===== src/rtl/evt_ctrl_pkg.sv =====
package evt_ctrl_pkg;
   localparam int CPU_CNT     = 2;
   localparam int BANK_BITS   = 32;
   // per-bank configuration words
   localparam int CFG_STRIDE  = 4;
   localparam int OFF_RISE    = 0;
   localparam int OFF_FALL    = 1;
   localparam int OFF_SWT     = 2;
   localparam int OFF_PEND    = 3;
   // per-CPU mask words
   localparam int CPU_BASE    = 32;
   localparam int CPU_STRIDE  = 16;
   localparam int OFF_DMASK   = 15;
   localparam int MAX_BANKS   = 7;

   function automatic logic [31:0] be_to_bits(input logic [3:0] be);
      return {{8{be[3]}}, {8{be[2]}}, {8{be[1]}}, {8{be[0]}}};
   endfunction
endpackage


===== src/rtl/evt_sync_edge.sv =====
module evt_sync_edge #(
   parameter int N      = 8,
   parameter int STAGES = 2
) (
   input  logic         clk,
   input  logic         rst_n,
   input  logic [N-1:0] async_in,
   input  logic [N-1:0] rise_sel,
   input  logic [N-1:0] fall_sel,
   output logic [N-1:0] hit
);
   logic [STAGES-1:0][N-1:0] chain;
   logic [N-1:0]             prev;
   logic [N-1:0]             sync_q;

   generate
      if (STAGES < 2) begin : g_bad_stages
         $error("evt_sync_edge: STAGES must be at least 2");
      end
   endgenerate

   always_ff @(posedge clk or negedge rst_n) begin
      if (!rst_n) begin
         chain <= '0;
      end else begin
         chain[0] <= async_in;
         for (int s = 1; s < STAGES; s++) begin
            chain[s] <= chain[s-1];
         end
      end
   end

   assign sync_q = chain[STAGES-1];

   always_ff @(posedge clk or negedge rst_n) begin
      if (!rst_n) prev <= '0;
      else        prev <= sync_q;
   end

   assign hit = (sync_q & ~prev & rise_sel) | (~sync_q & prev & fall_sel);
endmodule


===== src/rtl/evt_regs.sv =====
module evt_regs
   import evt_ctrl_pkg::*;
#(
   parameter int N_CFG  = 64,
   parameter int N_DIR  = 8,
   parameter int ADDR_W = 8
) (
   input  logic                              clk,
   input  logic                              rst_n,
   input  logic                              wr,
   input  logic [ADDR_W-1:0]                 addr,
   input  logic [31:0]                       wdata,
   input  logic [3:0]                        be,
   input  logic [N_CFG-1:0]                  pend,
   output logic [31:0]                       rdata,
   output logic [N_CFG-1:0]                  rise_en,
   output logic [N_CFG-1:0]                  fall_en,
   output logic [N_CFG-1:0]                  sw_pulse,
   output logic [N_CFG-1:0]                  pend_clr,
   output logic [CPU_CNT-1:0][N_CFG-1:0]     imask,
   output logic [CPU_CNT-1:0][N_CFG-1:0]     emask,
   output logic [CPU_CNT-1:0][N_DIR-1:0]     dmask
);
   localparam int NB = N_CFG / BANK_BITS;

   logic [31:0] bmask;
   assign bmask = be_to_bits(be);

   function automatic logic match(input logic [ADDR_W-1:0] a, input int target);
      return a == ADDR_W'(target);
   endfunction

   always_ff @(posedge clk or negedge rst_n) begin
      if (!rst_n) begin
         rise_en <= '0;
         fall_en <= '0;
         imask   <= '0;
         emask   <= '0;
         dmask   <= '0;
      end else if (wr) begin
         for (int b = 0; b < NB; b++) begin
            if (match(addr, b*CFG_STRIDE + OFF_RISE))
               rise_en[b*32 +: 32] <= (rise_en[b*32 +: 32] & ~bmask) | (wdata & bmask);
            if (match(addr, b*CFG_STRIDE + OFF_FALL))
               fall_en[b*32 +: 32] <= (fall_en[b*32 +: 32] & ~bmask) | (wdata & bmask);
            for (int c = 0; c < CPU_CNT; c++) begin
               if (match(addr, CPU_BASE + c*CPU_STRIDE + 2*b))
                  imask[c][b*32 +: 32] <= (imask[c][b*32 +: 32] & ~bmask) | (wdata & bmask);
               if (match(addr, CPU_BASE + c*CPU_STRIDE + 2*b + 1))
                  emask[c][b*32 +: 32] <= (emask[c][b*32 +: 32] & ~bmask) | (wdata & bmask);
            end
         end
         for (int c = 0; c < CPU_CNT; c++) begin
            if (match(addr, CPU_BASE + c*CPU_STRIDE + OFF_DMASK))
               dmask[c] <= (dmask[c] & ~bmask[N_DIR-1:0]) | (wdata[N_DIR-1:0] & bmask[N_DIR-1:0]);
         end
      end
   end

   // strobes derived from the current write
   always_comb begin
      sw_pulse = '0;
      pend_clr = '0;
      if (wr) begin
         for (int b = 0; b < NB; b++) begin
            if (match(addr, b*CFG_STRIDE + OFF_SWT))  sw_pulse[b*32 +: 32] = wdata & bmask;
            if (match(addr, b*CFG_STRIDE + OFF_PEND)) pend_clr[b*32 +: 32] = wdata & bmask;
         end
      end
   end

   always_comb begin
      rdata = '0;
      for (int b = 0; b < NB; b++) begin
         if (match(addr, b*CFG_STRIDE + OFF_RISE)) rdata = rise_en[b*32 +: 32];
         if (match(addr, b*CFG_STRIDE + OFF_FALL)) rdata = fall_en[b*32 +: 32];
         if (match(addr, b*CFG_STRIDE + OFF_PEND)) rdata = pend[b*32 +: 32];
         for (int c = 0; c < CPU_CNT; c++) begin
            if (match(addr, CPU_BASE + c*CPU_STRIDE + 2*b))     rdata = imask[c][b*32 +: 32];
            if (match(addr, CPU_BASE + c*CPU_STRIDE + 2*b + 1)) rdata = emask[c][b*32 +: 32];
         end
      end
      for (int c = 0; c < CPU_CNT; c++) begin
         if (match(addr, CPU_BASE + c*CPU_STRIDE + OFF_DMASK)) rdata = 32'(dmask[c]);
      end
   end
endmodule


===== src/rtl/evt_pending.sv =====
module evt_pending #(
   parameter int N = 64
) (
   input  logic         clk,
   input  logic         rst_n,
   input  logic [N-1:0] set_vec,
   input  logic [N-1:0] clr_vec,
   output logic [N-1:0] pend
);
   always_ff @(posedge clk or negedge rst_n) begin
      if (!rst_n) pend <= '0;
      else        pend <= (pend & ~clr_vec) | set_vec;
   end


   property p_set_sticks;
      @(posedge clk) disable iff (!rst_n)
         (|set_vec) |=> ((pend & $past(set_vec)) == $past(set_vec));
   endproperty
   set_wins_chk: assert property (p_set_sticks);


   property p_clear_works;
      @(posedge clk) disable iff (!rst_n)
         (|clr_vec) |=> ((pend & $past(clr_vec & ~set_vec)) == '0);
   endproperty
   clear_bit_chk: assert property (p_clear_works);


   property p_hold_untouched;
      @(posedge clk) disable iff (!rst_n)
         1'b1 |=> (((pend ^ $past(pend)) & ~$past(set_vec | clr_vec)) == '0);
   endproperty
   pend_hold_chk: assert property (p_hold_untouched);
endmodule


===== src/rtl/evt_cpu_gate.sv =====
module evt_cpu_gate #(
   parameter int N     = 64,
   parameter int N_DIR = 8
) (
   input  logic             clk,
   input  logic             rst_n,
   input  logic [N-1:0]     pend,
   input  logic [N-1:0]     imask,
   input  logic [N-1:0]     emask,
   input  logic [N-1:0]     edge_hit,
   input  logic [N_DIR-1:0] dir_hit,
   input  logic [N_DIR-1:0] dmask,
   output logic [N-1:0]     irq,
   output logic [N-1:0]     evt,
   output logic             wake
);
   logic dir_wake_q;

   assign irq = pend & imask;

   always_ff @(posedge clk or negedge rst_n) begin
      if (!rst_n) begin
         evt        <= '0;
         dir_wake_q <= 1'b0;
      end else begin
         evt        <= edge_hit & emask;
         dir_wake_q <= |(dir_hit & dmask);
      end
   end

   assign wake = (|irq) | dir_wake_q;


   property p_evt_needs_mask;
      @(posedge clk) disable iff (!rst_n)
         1'b1 |-> ((evt & ~$past(emask)) == '0);
   endproperty
   evt_masked_chk: assert property (p_evt_needs_mask);


   property p_wake_source;
      @(posedge clk) disable iff (!rst_n)
         wake |-> ((|irq) || $past(|(dir_hit & dmask)));
   endproperty
   wake_source_chk: assert property (p_wake_source);
endmodule


===== src/rtl/evt_ctrl_top.sv =====
module evt_ctrl_top
   import evt_ctrl_pkg::*;
#(
   parameter int N_CFG       = 64,
   parameter int N_DIR       = 8,
   parameter int ADDR_W      = 8,
   parameter int SYNC_STAGES = 2
) (
   input  logic              clk,
   input  logic              rst_n,
   input  logic [N_CFG-1:0]  cfg_in,
   input  logic [N_DIR-1:0]  dir_in,
   input  logic              bus_wr,
   input  logic [ADDR_W-1:0] bus_addr,
   input  logic [31:0]       bus_wdata,
   input  logic [3:0]        bus_be,
   output logic [31:0]       bus_rdata,
   output logic [N_CFG-1:0]  irq_cpu0,
   output logic [N_CFG-1:0]  irq_cpu1,
   output logic [N_CFG-1:0]  evt_cpu0,
   output logic [N_CFG-1:0]  evt_cpu1,
   output logic              wake_cpu0,
   output logic              wake_cpu1
);
   localparam int NB = N_CFG / BANK_BITS;

   generate
      if (N_CFG % BANK_BITS != 0 || NB < 1 || NB > MAX_BANKS) begin : g_bad_ncfg
         $error("evt_ctrl_top: N_CFG must be a multiple of 32 between 32 and 224");
      end
      if (N_DIR < 1 || N_DIR > 32) begin : g_bad_ndir
         $error("evt_ctrl_top: N_DIR must be 1..32");
      end
      if (ADDR_W < 6) begin : g_bad_addr
         $error("evt_ctrl_top: ADDR_W must be at least 6");
      end
   endgenerate

   logic [N_CFG-1:0]              rise_en, fall_en, sw_pulse, pend_clr, pend;
   logic [N_CFG-1:0]              hw_hit, edge_hit, pend_set;
   logic [N_DIR-1:0]              dir_hit;
   logic [CPU_CNT-1:0][N_CFG-1:0] imask, emask, irq_all, evt_all;
   logic [CPU_CNT-1:0][N_DIR-1:0] dmask;
   logic [CPU_CNT-1:0]            wake_all;
   logic [N_DIR-1:0]              dir_rise_sel, dir_fall_sel;

   assign dir_rise_sel = '1;
   assign dir_fall_sel = '0;

   evt_regs #(.N_CFG(N_CFG), .N_DIR(N_DIR), .ADDR_W(ADDR_W)) u_regs (
      .clk(clk), .rst_n(rst_n), .wr(bus_wr), .addr(bus_addr), .wdata(bus_wdata),
      .be(bus_be), .pend(pend), .rdata(bus_rdata), .rise_en(rise_en),
      .fall_en(fall_en), .sw_pulse(sw_pulse), .pend_clr(pend_clr),
      .imask(imask), .emask(emask), .dmask(dmask)
   );

   evt_sync_edge #(.N(N_CFG), .STAGES(SYNC_STAGES)) u_cfg_edge (
      .clk(clk), .rst_n(rst_n), .async_in(cfg_in),
      .rise_sel(rise_en), .fall_sel(fall_en), .hit(hw_hit)
   );

   evt_sync_edge #(.N(N_DIR), .STAGES(SYNC_STAGES)) u_dir_edge (
      .clk(clk), .rst_n(rst_n), .async_in(dir_in),
      .rise_sel(dir_rise_sel), .fall_sel(dir_fall_sel), .hit(dir_hit)
   );

   assign edge_hit = hw_hit | sw_pulse;
   assign pend_set = edge_hit & (imask[0] | imask[1]);

   evt_pending #(.N(N_CFG)) u_pend (
      .clk(clk), .rst_n(rst_n), .set_vec(pend_set), .clr_vec(pend_clr), .pend(pend)
   );

   generate
      for (genvar c = 0; c < CPU_CNT; c++) begin : g_cpu
         evt_cpu_gate #(.N(N_CFG), .N_DIR(N_DIR)) u_gate (
            .clk(clk), .rst_n(rst_n), .pend(pend), .imask(imask[c]),
            .emask(emask[c]), .edge_hit(edge_hit), .dir_hit(dir_hit),
            .dmask(dmask[c]), .irq(irq_all[c]), .evt(evt_all[c]),
            .wake(wake_all[c])
         );
      end
   endgenerate

   assign irq_cpu0  = irq_all[0];
   assign irq_cpu1  = irq_all[1];
   assign evt_cpu0  = evt_all[0];
   assign evt_cpu1  = evt_all[1];
   assign wake_cpu0 = wake_all[0];
   assign wake_cpu1 = wake_all[1];


   property p_pend_needs_imask;
      @(posedge clk) disable iff (!rst_n)
         1'b1 |=> ((pend & ~$past(pend) & ~$past(imask[0] | imask[1])) == '0);
   endproperty
   pend_masked_chk: assert property (p_pend_needs_imask);
endmodule


===== config.mk =====
export PLATFORM = sky130hd
export DESIGN_NAME = evt_ctrl_top
export DESIGN_NICKNAME = d
export VERILOG_FILES = /design/src/rtl/evt_ctrl_pkg.sv /design/src/rtl/evt_sync_edge.sv /design/src/rtl/evt_regs.sv /design/src/rtl/evt_pending.sv /design/src/rtl/evt_cpu_gate.sv /design/src/rtl/evt_ctrl_top.sv
export SDC_FILE = /design/constraint.sdc
export NUM_CORES = 2
export LEC_CHECK = 0
export BUFFER_PORTS_ARGS = -buffer_cell sky130_fd_sc_hd__buf_2
export CAP_MARGIN = 20
export CORE_MARGIN = 2
export CORE_UTILIZATION = 38
export DETAILED_ROUTE_END_ITERATION = 10
export SYNTH_ARGS = -nofsm -noshare
export SYNTH_HDL_FRONTEND = slang
export SYNTH_HIERARCHICAL = 1
export SYNTH_SLANG_ARGS = --single-unit

===== constraint.sdc =====
create_clock -name clk -period 2.4 [get_ports clk]
set_input_delay 0.24 -clock clk [delete_from_list [all_inputs] [get_ports clk]]
set_output_delay 0.24 -clock clk [all_outputs]
set_load 0.01 [all_outputs]

### Yosys cells after proc, flatten, opt, wreduce, memory -nomap -nowiden

Index checks and enable logic that the tools add are counted.

* bits in registers: 810

* bitwise gates (word level): 55
* eq/ne operators: 17
* muxes and demuxes: 22
* reductions and logical operators: 19

Operators by type and width (count)
* AND 64 bit: 10
* two-way mux 32 bit: 20
* AND 32 bit: 13
* OR 32 bit: 12
* OR 64 bit: 4
* inverter 64 bit: 3
* two-way mux 64 bit: 2
* OR reduction 64 bit: 2
* equality test 8 x 6 -> 1 bit, second input constant: 10
* AND 8 bit: 6
* equality test 8 x 3 -> 1 bit, second input constant: 4
* inverter 32 bit: 1
* AND reduction 2 bit: 14
* equality test 8 x 2 -> 1 bit, second input constant: 2
* inverter 8 bit: 2
* OR 8 bit: 2
* OR reduction 8 bit: 2
* equality test 8 x 1 -> 1 bit, second input constant: 1
* logical NOT 8 bit: 1
* OR 1 bit: 2

### Logic depth before layout (Yosys ltp)

* word-level depth: 17
* depth in mapped cells: 9
* mapped depth without buffers: 6

### Modules after synthesis

Netlist, hierarchy kept.

By module, submodules not included
* evt_regs: times used 1, seq. area each 10009.6 um^2, area an instance 20345.8 um^2, cells each 1801
* evt_sync_edge (u_cfg_edge): times used 1, seq. area each 4804.6 um^2, area an instance 6085.8 um^2, cells each 384
* evt_cpu_gate: times used 2, seq. area each 1626.6 um^2, area an instance 2761.4 um^2, cells each 238
* evt_pending: times used 1, seq. area each 1601.5 um^2, area an instance 2322.2 um^2, cells each 192
* evt_ctrl_top: times used 1, seq. area each 0.0 um^2, area an instance 968.4 um^2, cells each 130
* evt_sync_edge (u_dir_edge): times used 1, seq. area each 600.6 um^2, area an instance 760.7 um^2, cells each 48

### Worst setup path before layout

OpenSTA, ideal clock, no wires.

* path kind: input port to output port
* start: input bus_addr[6]
* end: output bus_rdata[30]
* path buffers: 2
* arrival: 2050 ps
* required time: 2160 ps
* slack: 110 ps
* stages: 7
* cell sequence: buf_2 -> or4_4 -> buf_6 -> nor3_4 -> a221oi_2 -> a221o_1 -> a31oi_1

* cells in the longest elaborated chain, start to end: 17
* elaborated cells between the ends (all ways): 32
* those cells by class: eq/ne (15); mux (16); reduce/logical (1)

Ends and longest elaborated chain
* start, declared: RTL line evt_ctrl_top.sv:14 `input logic [ADDR_W-1:0] bus_addr,`
* logical NOT 8 bit: RTL line evt_regs.sv:30 `return a == ADDR_W'(target);`
* two-way mux 32 bit: RTL line evt_regs.sv:75 `if (match(addr, b*CFG_STRIDE + OFF_RISE)) rdata = rise_en[b*32 +: 32];`
* two-way mux 32 bit: RTL line evt_regs.sv:76 `if (match(addr, b*CFG_STRIDE + OFF_FALL)) rdata = fall_en[b*32 +: 32];`
* two-way mux 32 bit: RTL line evt_regs.sv:77 `if (match(addr, b*CFG_STRIDE + OFF_PEND)) rdata = pend[b*32 +: 32];`
* two-way mux 32 bit: RTL line evt_regs.sv:79 `if (match(addr, CPU_BASE + c*CPU_STRIDE + 2*b)) rdata = imask[c][b*32 +: 32];`
* two-way mux 32 bit: RTL line evt_regs.sv:80 `if (match(addr, CPU_BASE + c*CPU_STRIDE + 2*b + 1)) rdata = emask[c][b*32 +: 32];`
* two-way mux 32 bit: RTL line evt_regs.sv:79
* two-way mux 32 bit: RTL line evt_regs.sv:80
* two-way mux 32 bit: RTL line evt_regs.sv:75
* two-way mux 32 bit: RTL line evt_regs.sv:76
* two-way mux 32 bit: RTL line evt_regs.sv:77
* two-way mux 32 bit: RTL line evt_regs.sv:79
* two-way mux 32 bit: RTL line evt_regs.sv:80
* two-way mux 32 bit: RTL line evt_regs.sv:79
* two-way mux 32 bit: RTL line evt_regs.sv:80
* two-way mux 32 bit: RTL line evt_regs.sv:84 `if (match(addr, CPU_BASE + c*CPU_STRIDE + OFF_DMASK)) rdata = 32'(dmask[c]);`
* two-way mux 32 bit (*): RTL line evt_regs.sv:84
* end, declared: RTL line evt_ctrl_top.sv:17 `output logic [31:0] bus_rdata,`

Mark *: on every way between the ends. The rest lies on a longest branch, timed or not.

### Final worst setup path

* start: register u_pend.pend[56]
* end: output wake_cpu1

* cells in the longest elaborated chain, start to end: 3

Ends and longest elaborated chain
* start, declared: RTL line evt_pending.sv:8 `output logic [N-1:0] pend`
* start signal, assigned: RTL line evt_pending.sv:12 `else pend <= (pend & ~clr_vec) | set_vec;`
* AND 64 bit: RTL line evt_cpu_gate.sv:19 `assign irq = pend & imask;`
* OR reduction 64 bit: RTL line evt_cpu_gate.sv:31 `assign wake = (|irq) | dir_wake_q;`
* OR 1 bit: RTL line evt_cpu_gate.sv:31
* end, declared: RTL line evt_ctrl_top.sv:23 `output logic wake_cpu1`

No other way between the ends.

==> impl_metrics.env <==
export IMPL_row_count=112
export IMPL_worst_pin_slew_ps=620
export IMPL_post_dp_cell_area_mm2=0.0431
export IMPL_rsz0062_at_grt="yes"
export IMPL_drt_iter0_markers=2984
export IMPL_cts_buffers_inserted=92
export IMPL_slowest_stage="or4b_4"
export IMPL_ant_nets=0
export IMPL_fin_crit_sh_pct=119
export IMPL_synth_seq_area_share_pct=56.3
export IMPL_pre_cts_ws_ps=-579
export IMPL_route_detailed_drc=0
export IMPL_synth_area_mm2=0.0360
export IMPL_setup_viol=30
export IMPL_start_util_pct=38.5
export IMPL_r2r_end="g_cpu[1].u_gate/evt[32]"
export IMPL_via_per_inst=5.69
export IMPL_cp_start_kind="register"
export IMPL_fmax_ghz=0.350
export IMPL_synth_warnings=6
export IMPL_async_flop_share_pct=100
export IMPL_drive_gt1_share_pct=43.7
export IMPL_skew_ps=21.4
export IMPL_fin_nets=4098
export IMPL_path_buf_inv=3
export IMPL_avgSynthCellArea_um2=11.9
export IMPL_dpl_hpwl_mm=111
export IMPL_h_tree_depth=3
export IMPL_num_fill_cells=8321
export IMPL_grt_pass1_wl_mm=215
export IMPL_path_cells="buf_6 > a22o_4 > or4b_4 > nor4_4 > buf_4 > nand3_4 > buf_6"
export IMPL_leakage_nw=24.9
export IMPL_dieArea_mm2=0.0972
export IMPL_port_buffer_count=408
export IMPL_fin_util_pct=52.5
export IMPL_ys_seq_elements=810
export IMPL_area_delta_synth_final_pct=36.5
export IMPL_io_pins=409
export IMPL_synthFlopType="dfrtp_1"
export IMPL_worstSetupStartpoint="u_pend/pend[56]"
export IMPL_endpoint="wake_cpu1"
export IMPL_reg2reg_depth=4
export IMPL_seq_area_mm2=0.0203
export IMPL_arrival_ps=2620
export IMPL_first_global_vias=30300
export IMPL_min_path_type="input port to register"
export IMPL_path_delay_family="simple AND/OR/NAND/NOR gates"
export IMPL_power_density_mw_per_mm2=630
export IMPL_core_mm2=0.0936
export IMPL_clk_latency_ps=680
export IMPL_synthDistinctLibCells=83
export IMPL_die_width_um=312
export IMPL_power_mw=31.0
export IMPL_drt_pass1_iter_count=6
export IMPL_outcome="complete, but fails checks"
export IMPL_ir_worst_vdd_uv=484
export IMPL_cp_max_fo=3
export IMPL_gr_total_overflow=0
export IMPL_min_period_ps=2860
export IMPL_track_usage_pct=30.5
export IMPL_die_h_um=312
export IMPL_clk_pin_slew_ps=60
export IMPL_fin_area_mm2=0.0492
export IMPL_cp_slowest_stage_delay_ps=560
export IMPL_multiInputGateArea_mm2=0.0161
export IMPL_clock_path_buffers=3
export IMPL_path_depth=7
export IMPL_antenna_found_initial=11
export IMPL_synth_edff_count=0
export IMPL_slew_limit_headroom_pct=58.4
export IMPL_worstSetupEndpointType="output pin"
export IMPL_drv_cap=0
export IMPL_clock_sinks=810
export IMPL_num_vias=30200
export IMPL_cts_root_buf="clkbuf_16"
export IMPL_crit_top_cell="buf_6"
export IMPL_hold_violations=0
export IMPL_critPathKind="register to output pin"
export IMPL_syn_inst=3031
export IMPL_crit_required_ps=2160
export IMPL_r2r_slack_ps=1000
export IMPL_gp_congestion=0.985
export IMPL_report_final_slew_viol_count=0
export IMPL_grt_max_degree=102
export IMPL_violations="negative setup slack"
export IMPL_cts_tree="built"
export IMPL_timing_final_ws_setup_ps=-460
export IMPL_r2r_start="u_cfg_edge/sync_q[32]"
export IMPL_routed_wl_mm=151
export IMPL_drt_wirelength_per_cell_um=28.4
==> how the worst min path moves through the flow <==
| stage | from | end | slack (ps) | cells after the start |
|---|---|---|---|---|
| final | bus_wdata[24] | register | 40 | 2 |
| after global routing | bus_wdata[12] | register | 50 | 2 |
| after CTS | bus_wdata[24] | register | 0.3 | 2 |
| after detailed placement | rst_n | g_cpu[1].u_gate/evt[41] | 150 | 1 |
| after global placement | rst_n | g_cpu[1].u_gate/evt[12] | 160 | 1 |
| after floorplan | rst_n | g_cpu[0].u_gate/dir_wake_q | -60 | 0 |
==> logic make-up after synthesis <==
kind of cell,count (synthesis),share of synthesized area [%]
multiplexers,469,14.6
flip-flops,810,56.3
AND/OR/NAND/NOR,944,14.5
AO/OA/AOI/OAI,606,12.3
other,2,0.0209
buffers and inverters,200,2.24
==> metrics by stage <==
stage / hold slack (ps) / TNS [ps] / cells
6_report: 41.2 / -3720 / 5308
4_1_cts: 0.261 / -3130 / 5290
3_3_place_gp: 157 / -16030 / 4982
3_5_place_dp: 154 / -19670 / 4982
5_1_grt: 52.5 / -4510 / 5307
2_1_floorplan: -55.6 / 0 / 3045
==> metal layers <==
| metal | part of all wire (%) | routed length, µm | track usage [%] |
|---|---|---|---|
| met1 | 41 | 61700 | 41.5 |
| met5 | 0.075 | 114 | 0 |
| met2 | 43 | 65600 | 45.2 |
| met4 | 5.6 | 8460 | 15.2 |
| met3 | 10 | 15200 | 7.80 |
==> cell usage after synthesis, drive strengths merged (15+ instances only) <==
cell	instances	area (µm²)
dfrtp	810	20300
mux2	437	4920
and2	263	1650
nor2	219	952
nand2	196	768
o21ai	146	1000
a22oi	94	706
clkbuf	91	342
nand3b	72	541
a21o	70	526
o22a	69	604
inv	68	255
or2	67	419
o22ai	58	363
a21oi	48	240
buf	40	205
nand3	32	160
mux2i	30	300
nor3	29	183
nand4	17	136
a211oi	15	113
==> power by group <==
part / internal [mW] / total [mW] / switching [mW]
clock: 8.67 / 14.5 / 5.78
sequential: 14.1 / 14.4 / 0.375
combinational: 0.852 / 2.06 / 1.21
total: 23.6 / 31.0 / 7.37
==> repair_timing <==
item / CTS / global route
pin swaps: 92 / 65
hold buffers: 90 / 0
endpoints found under the setup margin: 34 / 34
resized for setup: 223 / 108
buffers inserted: 57 / 24
hold endpoints to repair: 666 / 0
cloned: 1 / 0
==> cell type report <==
type	instances	share of cell area [%]
Antenna cell	1	0.00509
Clock buffer	130	5.40
Clock inverter	38	0.924
Inverter	69	0.527
Multi-Input combinational cell	2035	32.8
Sequential cell	810	41.3
Tap cell	1254	3.19
Timing Repair Buffer	971	15.8
==> layout by cell type (no fill, tap or decap), types with 16 or more instances in the layout <==
master / instances
inv_1: 68
buf_6: 55
and2_1: 260
nor2_1: 188
mux2_2: 414
a22oi_2: 21
clkbuf_1: 18
a22oi_1: 73
dfrtp_1: 791
dfrtp_2: 19
nand2_1: 177
mux2i_1: 25
buf_2: 384
clkbuf_16: 93
clkinv_2: 17
nor3_1: 16
clkbuf_8: 19
buf_4: 358
o22ai_1: 42
nand2_2: 17
nor2_2: 17
nand3_1: 22
nand3b_1: 72
o22a_1: 69
conb_1: 16
buf_12: 79
a21oi_1: 36
o21ai_2: 74
o21ai_0: 60
dlygate4sd3_1: 90
a21o_1: 70
or2_1: 64
(Power assumes the default switching activity.)
